===== src/rtl/pirq_router_pkg.sv =====
package pirq_router_pkg;

   localparam int unsigned PINS_PER_DEV = 4;
   localparam int unsigned NUM_PIRQ     = 4;

   // shared line reached by pin 'pin' of a device in slot 'slot'
   function automatic int unsigned pirq_of(input int unsigned slot, input int unsigned pin);
      return (pin + slot + NUM_PIRQ - 1) % NUM_PIRQ;
   endfunction

endpackage


===== src/rtl/pirq_swizzle.sv =====
module pirq_swizzle
   import pirq_router_pkg::*;
#(
   parameter int unsigned NUM_DEV   = 4,
   parameter int unsigned SLOT_BASE = 1,
   localparam int unsigned REQ_W    = NUM_DEV * PINS_PER_DEV
) (
   input  logic                clk,
   input  logic                rst_n,
   input  logic [REQ_W-1:0]    req_i,
   output logic [NUM_PIRQ-1:0] pirq_o
);

   function automatic logic [REQ_W-1:0] pin_mask(input int unsigned p);
      logic [REQ_W-1:0] m;
      m = '0;
      for (int unsigned d = 0; d < NUM_DEV; d++) begin
         for (int unsigned n = 0; n < PINS_PER_DEV; n++) begin
            if (pirq_of(SLOT_BASE + d, n) == p) m[d*PINS_PER_DEV + n] = 1'b1;
         end
      end
      return m;
   endfunction

   for (genvar gp = 0; gp < NUM_PIRQ; gp++) begin : g_pirq
      localparam logic [REQ_W-1:0] MASK = pin_mask(gp);
      assign pirq_o[gp] = |(req_i & MASK);
   end

   for (genvar gd = 0; gd < NUM_DEV; gd++) begin : g_chk_dev
      for (genvar gn = 0; gn < PINS_PER_DEV; gn++) begin : g_chk_pin
         localparam int unsigned TGT = pirq_of(SLOT_BASE + gd, gn);
         AST_PIN_REACHES_PIRQ: assert property (@(posedge clk) disable iff (!rst_n)
            req_i[gd*PINS_PER_DEV + gn] |-> pirq_o[TGT]);
      end
   end

   AST_PIRQ_HAS_SOURCE: assert property (@(posedge clk) disable iff (!rst_n)
      (|pirq_o) |-> (|req_i));

endmodule


===== src/rtl/pirq_route_regs.sv =====
module pirq_route_regs
   import pirq_router_pkg::*;
#(
   parameter int unsigned REG_W     = 8,
   parameter logic [REG_W-1:0] RESET_VAL = 8'h80
) (
   input  logic                           clk,
   input  logic                           rst_n,
   input  logic                           we_i,
   input  logic [1:0]                     addr_i,
   input  logic [REG_W-1:0]               wdata_i,
   output logic [REG_W-1:0]               rdata_o,
   output logic [NUM_PIRQ-1:0][REG_W-1:0] route_o
);

   for (genvar gr = 0; gr < NUM_PIRQ; gr++) begin : g_reg
      always_ff @(posedge clk) begin
         if (!rst_n) begin
            route_o[gr] <= RESET_VAL;
         end else if (we_i && (addr_i == 2'(gr))) begin
            route_o[gr] <= wdata_i;
         end
      end

      AST_OTHER_REG_HOLDS: assert property (@(posedge clk) disable iff (!rst_n)
         !(we_i && (addr_i == 2'(gr))) |=> $stable(route_o[gr]));
   end

   assign rdata_o = route_o[addr_i];

   AST_WRITE_LANDS: assert property (@(posedge clk) disable iff (!rst_n)
      we_i |=> (route_o[$past(addr_i)] == $past(wdata_i)));

endmodule


===== src/rtl/pirq_line_map.sv =====
module pirq_line_map
   import pirq_router_pkg::*;
#(
   parameter int unsigned REG_W     = 8,
   parameter int unsigned NUM_LINES = 16
) (
   input  logic                           clk,
   input  logic                           rst_n,
   input  logic [NUM_PIRQ-1:0]            pirq_i,
   input  logic [NUM_PIRQ-1:0][REG_W-1:0] route_i,
   output logic [NUM_LINES-1:0]           line_o
);

   for (genvar gl = 0; gl < NUM_LINES; gl++) begin : g_line
      logic [NUM_PIRQ-1:0] hit;
      for (genvar gp = 0; gp < NUM_PIRQ; gp++) begin : g_src
         // full-width compare: any value at or above NUM_LINES never matches
         assign hit[gp] = (route_i[gp] == REG_W'(gl));
      end
      assign line_o[gl] = |(hit & pirq_i);
   end

   for (genvar gp = 0; gp < NUM_PIRQ; gp++) begin : g_chk
      AST_ROUTED_PIRQ_LIGHTS_LINE: assert property (@(posedge clk) disable iff (!rst_n)
         (pirq_i[gp] && (route_i[gp] < REG_W'(NUM_LINES))) |->
            line_o[route_i[gp][$clog2(NUM_LINES)-1:0]]);
   end

endmodule


===== src/rtl/pirq_router.sv =====
module pirq_router
   import pirq_router_pkg::*;
#(
   parameter int unsigned NUM_DEV   = 4,
   parameter int unsigned SLOT_BASE = 1,
   parameter int unsigned REG_W     = 8,
   parameter int unsigned NUM_LINES = 16,
   parameter logic [REG_W-1:0] ROUTE_RESET = 8'h80,
   localparam int unsigned REQ_W    = NUM_DEV * PINS_PER_DEV
) (
   input  logic                 clk,
   input  logic                 rst_n,
   input  logic [REQ_W-1:0]     req_i,
   input  logic                 reg_we,
   input  logic [1:0]           reg_addr,
   input  logic [REG_W-1:0]     reg_wdata,
   output logic [REG_W-1:0]     reg_rdata,
   output logic [NUM_LINES-1:0] irq_o
);

   if (NUM_DEV < 1) begin : g_bad_dev
      $error("pirq_router: NUM_DEV must be at least 1");
   end
   if (NUM_LINES < 2 || NUM_LINES > (1 << REG_W)) begin : g_bad_lines
      $error("pirq_router: NUM_LINES must fit in a routing register");
   end
   if (ROUTE_RESET < REG_W'(NUM_LINES)) begin : g_bad_reset
      $error("pirq_router: reset routing value must disconnect");
   end

   logic [NUM_PIRQ-1:0]            pirq;
   logic [NUM_PIRQ-1:0][REG_W-1:0] route;
   logic [NUM_LINES-1:0]           line_next;

   pirq_swizzle #(
      .NUM_DEV   (NUM_DEV),
      .SLOT_BASE (SLOT_BASE)
   ) u_swizzle (
      .clk    (clk),
      .rst_n  (rst_n),
      .req_i  (req_i),
      .pirq_o (pirq)
   );

   pirq_route_regs #(
      .REG_W     (REG_W),
      .RESET_VAL (ROUTE_RESET)
   ) u_regs (
      .clk     (clk),
      .rst_n   (rst_n),
      .we_i    (reg_we),
      .addr_i  (reg_addr),
      .wdata_i (reg_wdata),
      .rdata_o (reg_rdata),
      .route_o (route)
   );

   pirq_line_map #(
      .REG_W     (REG_W),
      .NUM_LINES (NUM_LINES)
   ) u_map (
      .clk     (clk),
      .rst_n   (rst_n),
      .pirq_i  (pirq),
      .route_i (route),
      .line_o  (line_next)
   );

   always_ff @(posedge clk) begin
      if (!rst_n) irq_o <= '0;
      else        irq_o <= line_next;
   end

   AST_QUIET_WITHOUT_REQ: assert property (@(posedge clk) disable iff (!rst_n)
      (irq_o != '0) |-> $past(|req_i));

endmodule


===== config.mk =====
export PLATFORM = sky130hd
export DESIGN_NAME = pirq_router
export DESIGN_NICKNAME = d
export VERILOG_FILES = /design/src/rtl/pirq_router_pkg.sv /design/src/rtl/pirq_swizzle.sv /design/src/rtl/pirq_route_regs.sv /design/src/rtl/pirq_line_map.sv /design/src/rtl/pirq_router.sv
export SDC_FILE = /design/constraint.sdc
export NUM_CORES = 1
export LEC_CHECK = 0
export BUFFER_PORTS_ARGS = -buffer_cell sky130_fd_sc_hd__buf_2
export CAP_MARGIN = 15
export CORE_MARGIN = 8
export CORE_UTILIZATION = 59
export CTS_CLUSTER_DIAMETER = 60
export DETAILED_ROUTE_END_ITERATION = 7
export HOLD_SLACK_MARGIN = 0.03
export PLACE_DENSITY = 0.85
export SYNTH_ARGS = -nofsm -noshare
export SYNTH_HDL_FRONTEND = slang
export SYNTH_SLANG_ARGS = --single-unit

===== constraint.sdc =====
create_clock -name clk -period 2.73 [get_ports clk]
set_input_delay 0.546 -clock clk [delete_from_list [all_inputs] [get_ports clk]]
set_output_delay 0.546 -clock clk [all_outputs]
set_load 0.01 [all_outputs]

==> reports/qor.csv, run 1 <==
stage;metric;value;unit
detailed_routing;ant_nets;0;
critical_path;crit_type;primary input to primary output;
power;p_leak;1.068;nW
finish;fin_area;2982;um2
power;fin_total_pwr;0.001445;W
sta;rsz0062_at_grt;no;
sta;tightestPinTransition;737.6;ps
critical_path;cp_top_family;multiplexers;
power;pwr-share-seq;51.9;%
detailed_routing;drc_errors;0;
grt;grt_max_degree;49;
hold_path;min_path_type;primary input to register;
clocking;cts_sinks;48;
logic_synthesis;syn-num-nets;315;
detailed_routing;wl_per_cell;19.73;um
critical_path;crit_slowest_cell;mux4_2;
power;p_comb_share;11.2;%
sta;period_minus_slack;2113;ps
job;drv_cap;0;
finish;antennaDiodeCount;0;
clocking;cts_tree;built;
finish;final_nets;351;
critical_path;startpoint_type;primary input;
critical_path;cp.required;2180;ps
power;p_clk_share;36.9;%
floorplan;die_area;7007;um2
grt;grt_pass1_wl;12.21;mm
sta;drv_slew;0;
logic_synthesis;ys.warnings.count;0;
clocking;hold_buffers;0;
finish;drive_gt1_share;25.70;%
placed_design;io_buffers;52;
logic_synthesis;synth.avg_cell_area;9.458;um2
power;vdd_drop_max;394.8;uV
sta;hold_viol;0;
power;intPower;0.001067;W
detailed_routing;wl;7.397;mm
logic_synthesis;synth_top_area_share;35.52;%
power;p_per_area;484.7;nW/um2
sta;maxSlewHeadroom;50.83;%
logic_synthesis;synth-seq-cells;48;
floorplan;coreArea;4384;um2
detailed_routing;num_vias;2519;
critical_path;path_buf_inv;2;
logic_synthesis;synth_common_cells;dfxtp_1 (48), nand2_1 (44), nor3_1 (27);
logic_synthesis;seq_area_frac_synth;35.52;%
critical_path;path_common_cell;buf_2;
critical_path;crit_fanout;14;
clocking;post_cts_resized;0;
detailed_routing;drt_iter0_drc;345;
floorplan;num_io_pins;53;
floorplan;initial_core_util;61.70;%
status;status;finished clean;
clocking;clkLatencyLatePin;310;ps
logic_synthesis;synth_ff_type;dfxtp_1;
critical_path;path_cells;buf_2, mux4_2, buf_2;
floorplan;fp.dieH;83.71;um
placed_design;gp_congestion;0.9641;
clocking;cts_htree_levels;2;
logic_synthesis;ys_async_sr_fraction;0;%
placed_design;place_area;2865;um2
grt;grt_pass1_vias;2370;
sta;skew;11.60;ps
logic_synthesis;synth_top_area_cell;dfxtp_1;
logic_synthesis;synth_area_leaders;dfxtp_1 (36%), mux4_2 (6.7%), nand2_1 (6.1%), mux2i_1 (5.9%), nor3_1 (5.0%);
floorplan;num_rows;24;
power;switchingPower;0.0003783;W
sta;tns;0;ps
grt;grt_usage;20.92;%
grt;antenna_found_initial;0;
critical_path;cp.arrival;1570;ps
placed_design;place_inst;367;
clocking;cts-root-buf;clkbuf_8;
sta;fin_crit_sh;77.41;%
finish;final_core_util;68.01;%
detailed_routing;viasPerCell;6.717;
finish;area_growth;10.22;%
critical_path;critPathCaptureType;primary output;
logic_synthesis;synth-edff-count;0;
logic_synthesis;syn_inst;286;
logic_synthesis;synth.most_common_cell;dfxtp_1;
detailed_routing;first_pass_iters;5;
placed_design;hpwl;5.233;mm
sta;fmax;473.2;MHz
logic_synthesis;synth.distinct_cells;42;
clocking;cts_setup_buffers;0;
critical_path;max_stage_delay;560;ps
clocking;path_clk_slew;100;ps
finish;final_cells;375;
grt;grt_overflow;0;
logic_synthesis;syn_area;2705;um2
power;swShare;26.17;%
floorplan;die_w;83.71;um
clocking;cts_buffers;5;
sta;finalSetupViolations;0;
clocking;clock_path_buffers;2;
cell families after synthesis:
kind of cell | share of synthesized area [%]
muxes | 12.58
AOI/OAI and AO/OA | 13.55
DFF | 35.52
and+or+nand+nor | 31.41
buffers and inverters | 6.938
layer usage:
layer	track usage [%]	share of wire, %
met1	28.28	41
met5	0	0
met2	30.25	45
met4	7.692	2.0
met3	6.348	12
final timing paths:
check	slack (ps)	from	cells past startpoint	to
max reg2reg	960	u_regs.route_o[31]	4	irq_o[9]
min reg2reg	500	u_regs.route_o[20]	2	u_regs.route_o[20]
max	620	reg_addr[0]	3	reg_rdata[6]
min	490	reg_wdata[1]	3	u_regs.route_o[17]
power groups by stage:
stage                     Combinational (W)  Sequential (W)  Clock, W
after global routing               0.000175        0.000753  0.000567
after global placement             0.000156        0.000765         0
after floorplan                    0.000124        0.000746         0
final                              0.000162        0.000751  0.000533
after detailed placement           0.000159        0.000765         0
after CTS                          0.000160        0.000749  0.000534
per-stage QoR:
step                setup WS [ps]  hold WS, ps
floorplan                   829.0        454.9
global placement            645.7        471.6
detailed placement          609.5        485.9
CTS                         612.0        495.6
global route                552.7        514.9
finish                      616.6        491.0
registers in the layout, summed over array words and instances (netlist names):
signal,cells
irq_o,16
u_regs.route_o,32
tightest hold or removal path, cell delays in order:
cell and delay [ps]:
buf_2 120, nand2_1 50, a21boi_1 50
layout by cell type (no fill, tap or decap), drive strengths merged, types with 2 or more instances in the layout:
| cell | count |
|---|---|
| buf | 55 |
| dfxtp | 48 |
| nand2 | 46 |
| nor3 | 27 |
| nor4 | 24 |
| mux2i | 16 |
| nor2b | 14 |
| a21boi | 14 |
| nand2b | 12 |
| o41a | 10 |
| mux4 | 8 |
| o22ai | 6 |
| o31a | 5 |
| clkbuf | 5 |
| nand3 | 4 |
| or4 | 4 |
| nor2 | 3 |
| nor4b | 3 |
| o41ai | 2 |
| nand4b | 2 |
| nand4 | 2 |
| clkinv | 2 |
| or2b | 2 |
area by class of cell:
cell class | count | area (um2)
Clock buffer | 5 | 68.82
Clock inverter | 3 | 47.55
Fill cell | 381 | 1403
Multi-Input combinational cell | 212 | 1556
Sequential cell | 48 | 960.9
Tap cell | 52 | 65.06
Timing Repair Buffer | 55 | 282.8
(Power assumes the default switching activity.)
==> inputs of run 2 (changes only) <==
CORE_UTILIZATION = 50   (was 59)
PLACE_DENSITY = 0.76   (was 0.85)
clock period = 1.8 ns   (was 2.73 ns; I/O delays follow)
==> run 2 against run 1 <==
- sequential power increased by 52%
- count of clock-buffer cells in the layout increased by 1
- final cell count increased by 6.9%
- via count decreased by 2.7%
- die area increased by 14%
- flip-flop and latch count unchanged
- wire length increased by 0.20%
- combinational power increased by 62%
- highest routed layer unchanged
==> reports/qor.csv, run 2 (synthesis results as in run 1) <==
stage;metric;value;unit;change
detailed_routing;first_pass_iters;4;;-1
sta;hold_viol;0;;unchanged
critical_path;cp.required;1440;ps;-740 ps
sta;worst_slack;27.22;ps;-589.4 ps
placed_design;io_buffers;52;;unchanged
placed_design;place_area;2985;um2;+4.2%
critical_path;ff2ff_path_depth;5;;+1
critical_path;critPathLaunch;u_regs.route_o[9];;
critical_path;critPathCaptureType;primary output;;
critical_path;reg2reg_to;irq_o[12];;
critical_path;rr_startpoint;u_regs.route_o[7];;
clocking;cts-root-buf;clkbuf_8;;
finish;n_fill_cell;457;;+20%
clocking;cts_setup_buffers;0;;unchanged
grt;antenna_found_initial;0;;unchanged
placed_design;gp_congestion;0.9184;;-4.7%
clocking;cts_tree;built;;
detailed_routing;ant_nets;0;;unchanged
finish;largest_register_ffs;32;;unchanged
floorplan;die_w;89.56;um;+7.0%
status;status;finished clean;;
finish;area_growth;15.50;%;
floorplan;fp.dieH;89.56;um;+7.0%
hold_path;hold_depth;3;;unchanged
sta;tightestPinTransition;523.1;ps;-214.5 ps
detailed_routing;viasPerCell;6.110;;-9.0%
grt;grt_usage;19.66;%;-1.3 points
clocking;hold_buffers;0;;unchanged
critical_path;cp.arrival;1410;ps;-160 ps
sta;drv_slew;0;;unchanged
critical_path;crit_type;register to primary output;;
clocking;cts_sinks;48;;unchanged
clocking;cts_htree_levels;2;;unchanged
critical_path;ff2ff_setup_slack;90;ps;-870 ps
power;p_per_area;713.8;nW/um2;+47%
grt;grt_pass1_wl;12.16;mm;-0.40%
clocking;path_clk_slew;90;ps;about the same
detailed_routing;drc_errors;0;;unchanged
critical_path;crit_fanout;10;;-4
grt;grt_max_degree;28;;-43%
finish;drive_gt1_share;29.91;%;+4.2 points
clocking;clkLatencyLatePin;310;ps;about the same
finish;final_nets;359;;+2.3%
clocking;clock_path_buffers;2;;unchanged
finish;layout.cells.most_common;buf_2;;
detailed_routing;wl_per_cell;18.48;um;-6.3%
job;drv_cap;0;;unchanged
grt;grt_overflow;0;;unchanged
finish;fin_area;3124;um2;+4.8%
detailed_routing;wl;7.412;mm;+0.20%
power;fin_total_pwr;0.002230;W;+54%
critical_path;crit_end;reg_rdata[1];;
sta;fmax;564.1;MHz;
sta;finalSetupViolations;0;;unchanged
power;vdd_drop_max;410.4;uV;+4.0%
clocking;post_cts_resized;0;;unchanged
critical_path;startpoint_type;register;;
grt;grt_pass1_vias;2392;;+0.93%
floorplan;coreArea;5172;um2;+18%
sta;period_minus_slack;1773;ps;
floorplan;die_area;8020;um2;+14%
finish;top_regs;u_regs.route_o (32), irq_o (16);;
sta;fin_crit_sh;98.49;%;
floorplan;num_rows;26;;+8.3%
placed_design;hpwl;5.502;mm;+5.2%
floorplan;initial_core_util;52.30;%;-9.4 points
detailed_routing;drt_iter0_drc;277;;-20%
hold_path;min_path_type;primary input to register;;
clocking;cts_buffers;5;;unchanged
sta;rsz0062_at_grt;no;;
finish;antennaDiodeCount;0;;unchanged
sta;maxSlewHeadroom;65.00;%;+14 points
finish;final_core_util;60.40;%;-7.6 points
placed_design;preCtsSetupSlack;-71.76;ps;-681.2 ps
sta;skew;7.696;ps;-3.906 ps
finish;largest_register;u_regs.route_o;;
floorplan;num_io_pins;53;;unchanged
detailed_routing;num_vias;2450;;-2.7%
power;p_leak;1.131;nW;+5.9%
finish;final_cell_mix;buf_2 (51), nand2_1 (44), dfxtp_1 (41), nor3_1 (27), nor4_1 (20);;
## run 2: cell count changes in the layout (fill, tap and decap cells not counted), sizes merged
cell    before  now
clkbuf       5    7
clkinv       2    1
buf         55   62
## run 2: worst min path at each step
stage | start | end | slack (ps)
6_report | reg_wdata[7] | u_regs.route_o[15] | 330
5_1_grt | reg_wdata[6] | u_regs.route_o[22] | 330
4_1_cts | reg_wdata[6] | u_regs.route_o[22] | 320
3_5_place_dp | u_regs.route_o[28] | u_regs.route_o[28] | 490
3_3_place_gp | u_regs.route_o[30] | u_regs.route_o[30] | 480
2_1_floorplan | u_regs.route_o[22] | u_regs.route_o[22] | 450
## run 2: through the flow
stage | cells | setup TNS [ps] | hold slack (ps)
2_1_floorplan | 286 | 0 | 454.9
3_3_place_gp | 393 | -287.7 | 477.5
3_5_place_dp | 393 | -525.5 | 489.9
4_1_cts | 401 | 0 | 321.2
5_1_grt | 401 | 0 | 328.8
6_report | 401 | 0 | 329.1
## run 2: critical path, stage by stage (launching register included)
cell	delay (ps)
dfxtp_1	440
mux4_2	510
buf_2	160
## run 2: area by class of cell
cell class / instances / area, um2 / area share (%)
multi-input combinational: 212 / 1563 / 50.02
timing repair buffer: 63 / 382.9 / 12.25
clock inverter: 2 / 38.79 / 1.241
sequential: 48 / 969.7 / 31.04
clock buffer: 6 / 82.58 / 2.643
tap: 70 / 87.58 / 2.803
## run 2: layer usage
metal / part of all wire, % / global-route usage [%] / vias to the layer above
li1: - / - / 1161
met1: 48 / 27.49 / 1173
met2: 42 / 27.94 / 106
met3: 8.3 / 5.699 / 10
met4: 1.5 / 6.344 / 0
met5: 0 / 0 / -
## run 2: where the power goes
group | switching [W] | internal, W
clock | 0.000375 | 0.000454
combinational | 0.000136 | 0.000127
sequential | 0.0000484 | 0.00109
total | 0.000559 | 0.00167
==> inputs of run 3 (changes only) <==
CORE_UTILIZATION = 45   (was 50)
PLACE_DENSITY = 0.7   (was 0.76)
==> run 3 against run 2 <==
- utilization is 7.3 points lower
- die area is 9.1% higher
- critical path depth stayed put
- final area is 0.56% lower
- hold slack worse by 5.0 ps
==> reports/qor.csv, run 3 (synthesis results as in run 1) <==
stage;metric;value;unit;change
status;status;finished clean;;
grt;grt_usage;17.70;%;-2.0 points
power;p_leak;1.114;nW;-1.5%
grt;grt_pass1_vias;2381;;-0.46%
finish;area_growth;14.85;%;
clocking;hold_buffers;0;;unchanged
detailed_routing;num_vias;2448;;-0.082%
critical_path;crit_type;register to primary output;;
floorplan;fp.dieH;93.53;um;+4.4%
clocking;clkLatencyLatePin;310;ps;about the same
floorplan;num_rows;28;;+7.7%
placed_design;gp_congestion;0.9380;;+2.1%
finish;antennaDiodeCount;0;;unchanged
power;vdd_drop_max;307.1;uV;-25%
grt;met3_usage;4.006;%;-1.7 points
grt;grtUsageMet2;25.56;%;-2.4 points
critical_path;cp.arrival;1400;ps;about the same
sta;maxSlewHeadroom;70.69;%;+5.7 points
placed_design;hpwl;5.514;mm;+0.22%
finish;fin_area;3107;um2;-0.56%
grt;grt_pass1_wl;12.45;mm;+2.4%
grt;grt.met1_usage;24.90;%;-2.6 points
sta;period_minus_slack;1764;ps;-8.417 ps
detailed_routing;first_pass_iters;5;;+1
floorplan;coreArea;5851;um2;+13%
finish;final_core_util;53.10;%;-7.3 points
detailed_routing;drt_iter0_drc;240;;-13%
clocking;cts_tree;built;;
placed_design;io_buffers;52;;unchanged
floorplan;die_w;93.53;um;+4.4%
grt;grt_max_degree;49;;+75%
sta;hold_viol;0;;unchanged
floorplan;num_io_pins;53;;unchanged
sta;fin_crit_sh;98.02;%;-0.47 points
detailed_routing;wl;7.728;mm;+4.3%
floorplan;initial_core_util;46.24;%;-6.1 points
grt;grt.busiest_layer;met2;;
clocking;path_clk_slew;90;ps;about the same
job;drv_cap;0;;unchanged
floorplan;die_area;8748;um2;+9.1%
detailed_routing;ant_nets;0;;unchanged
critical_path;critPathCaptureType;primary output;;
clocking;cts_buffers;5;;unchanged
critical_path;startpoint_type;register;;
sta;rsz0062_at_grt;no;;
clocking;clock_path_buffers;2;;unchanged
detailed_routing;viasPerCell;6.030;;-1.3%
hold_path;hold_depth;3;;unchanged
sta;fmax;566.8;MHz;+0.48%
finish;final_nets;359;;unchanged
finish;final_cells;406;;+1.2%
clocking;cts_htree_levels;2;;unchanged
critical_path;cp.required;1440;ps;about the same
hold_path;min_path_type;primary input to register;;
placed_design;place_area;2992;um2;+0.21%
critical_path;crit_fanout;9;;-1
detailed_routing;wl_per_cell;19.03;um;+3.0%
finish;layout.cells.most_common;buf_2;;
finish;final_cell_mix;buf_2 (52), nand2_1 (44), dfxtp_1 (41), nor3_1 (27), nor4_1 (20);;
power;p_per_area;678.7;nW/um2;-4.9%
sta;drv_slew;0;;unchanged
clocking;cts-root-buf;clkbuf_8;;
sta;finalSetupViolations;0;;unchanged
finish;drive_gt1_share;29.61;%;-0.30 points
sta;tightestPinTransition;435.7;ps;-87.41 ps
grt;grt_overflow;0;;unchanged
clocking;cts_sinks;48;;unchanged
sta;skew;4.015;ps;-3.681 ps
placed_design;place_inst;398;;+1.3%
grt;antenna_found_initial;0;;unchanged
critical_path;ff2ff_path_depth;5;;unchanged
finish;largest_register_ffs;32;;unchanged
finish;top_regs;u_regs.route_o (32), irq_o (16);;
finish;largest_register;u_regs.route_o;;
clocking;cts_setup_buffers;0;;unchanged
detailed_routing;drc_errors;0;;unchanged
## run 3: cell count changes in the layout (fill, tap and decap cells not counted)
cell | previous run | this run
nor4_2 | 3 | 2
nor4b_2 | 1 | 0
nor4b_1 | 2 | 3
nor4_4 | 1 | 2
clkbuf_4 | 1 | 0
clkinv_4 | 1 | 0
clkinvlp_4 | 0 | 2
bufinv_16 | 1 | 0
buf_2 | 51 | 52
## run 3: path summary, 6_finish.rpt
path	startpoint	end	slack [ps]
max	u_regs.route_o[17]	reg_rdata[1]	40
min	reg_wdata[7]	u_regs.route_o[31]	320
max reg2reg	u_regs.route_o[7]	irq_o[7]	140
min reg2reg	u_regs.route_o[30]	u_regs.route_o[30]	500
## run 3: critical path, stage by stage, from the launching register on
cell	delay [ps]
dfxtp_1	430
mux4_2	510
buf_2	160
## run 3: stage by stage
stage                     power [W]  setup slack [ps]  setup TNS, ps  hold slack [ps]
after global routing       0.002181             5.125              0            332.2
after global placement     0.001419            -59.31         -507.5            479.5
after detailed placement   0.001424            -102.9         -810.0            488.4
after CTS                  0.002104             19.99              0            317.3
final                      0.002109             35.64              0            324.1
after floorplan            0.001321             130.6              0            454.9
## run 3: routing by layer
metal	routed length, um	part of all wire [%]	vias up
met2	3322	43	136
met3	712	9.2	14
met4	139	1.8	0
met5	0	0	-
li1	-	-	1152
met1	3554	46	1146
## run 3: what timing repair did
action	in CTS	in global routing
resized for setup	0	8
endpoints found under the setup margin	0	5
endpoints found under the hold margin	0	0
## run 3: final cells by class
type / instances / area [um2]
Fill cell: 533 / 2744
Multi-Input combinational cell: 212 / 1565
Sequential cell: 48 / 969.7
Timing Repair Buffer: 63 / 380.4
Tap cell: 75 / 93.84
Clock buffer: 6 / 82.58
Clock inverter: 2 / 15.01
## run 3: power breakdown
part / total (W) / internal [W] / switching [W]
Sequential: 0.00114 / 0.00109 / 0.0000464
Combinational: 0.000271 / 0.000128 / 0.000142
Clock: 0.000702 / 0.000312 / 0.000390
Total: 0.00211 / 0.00153 / 0.000579
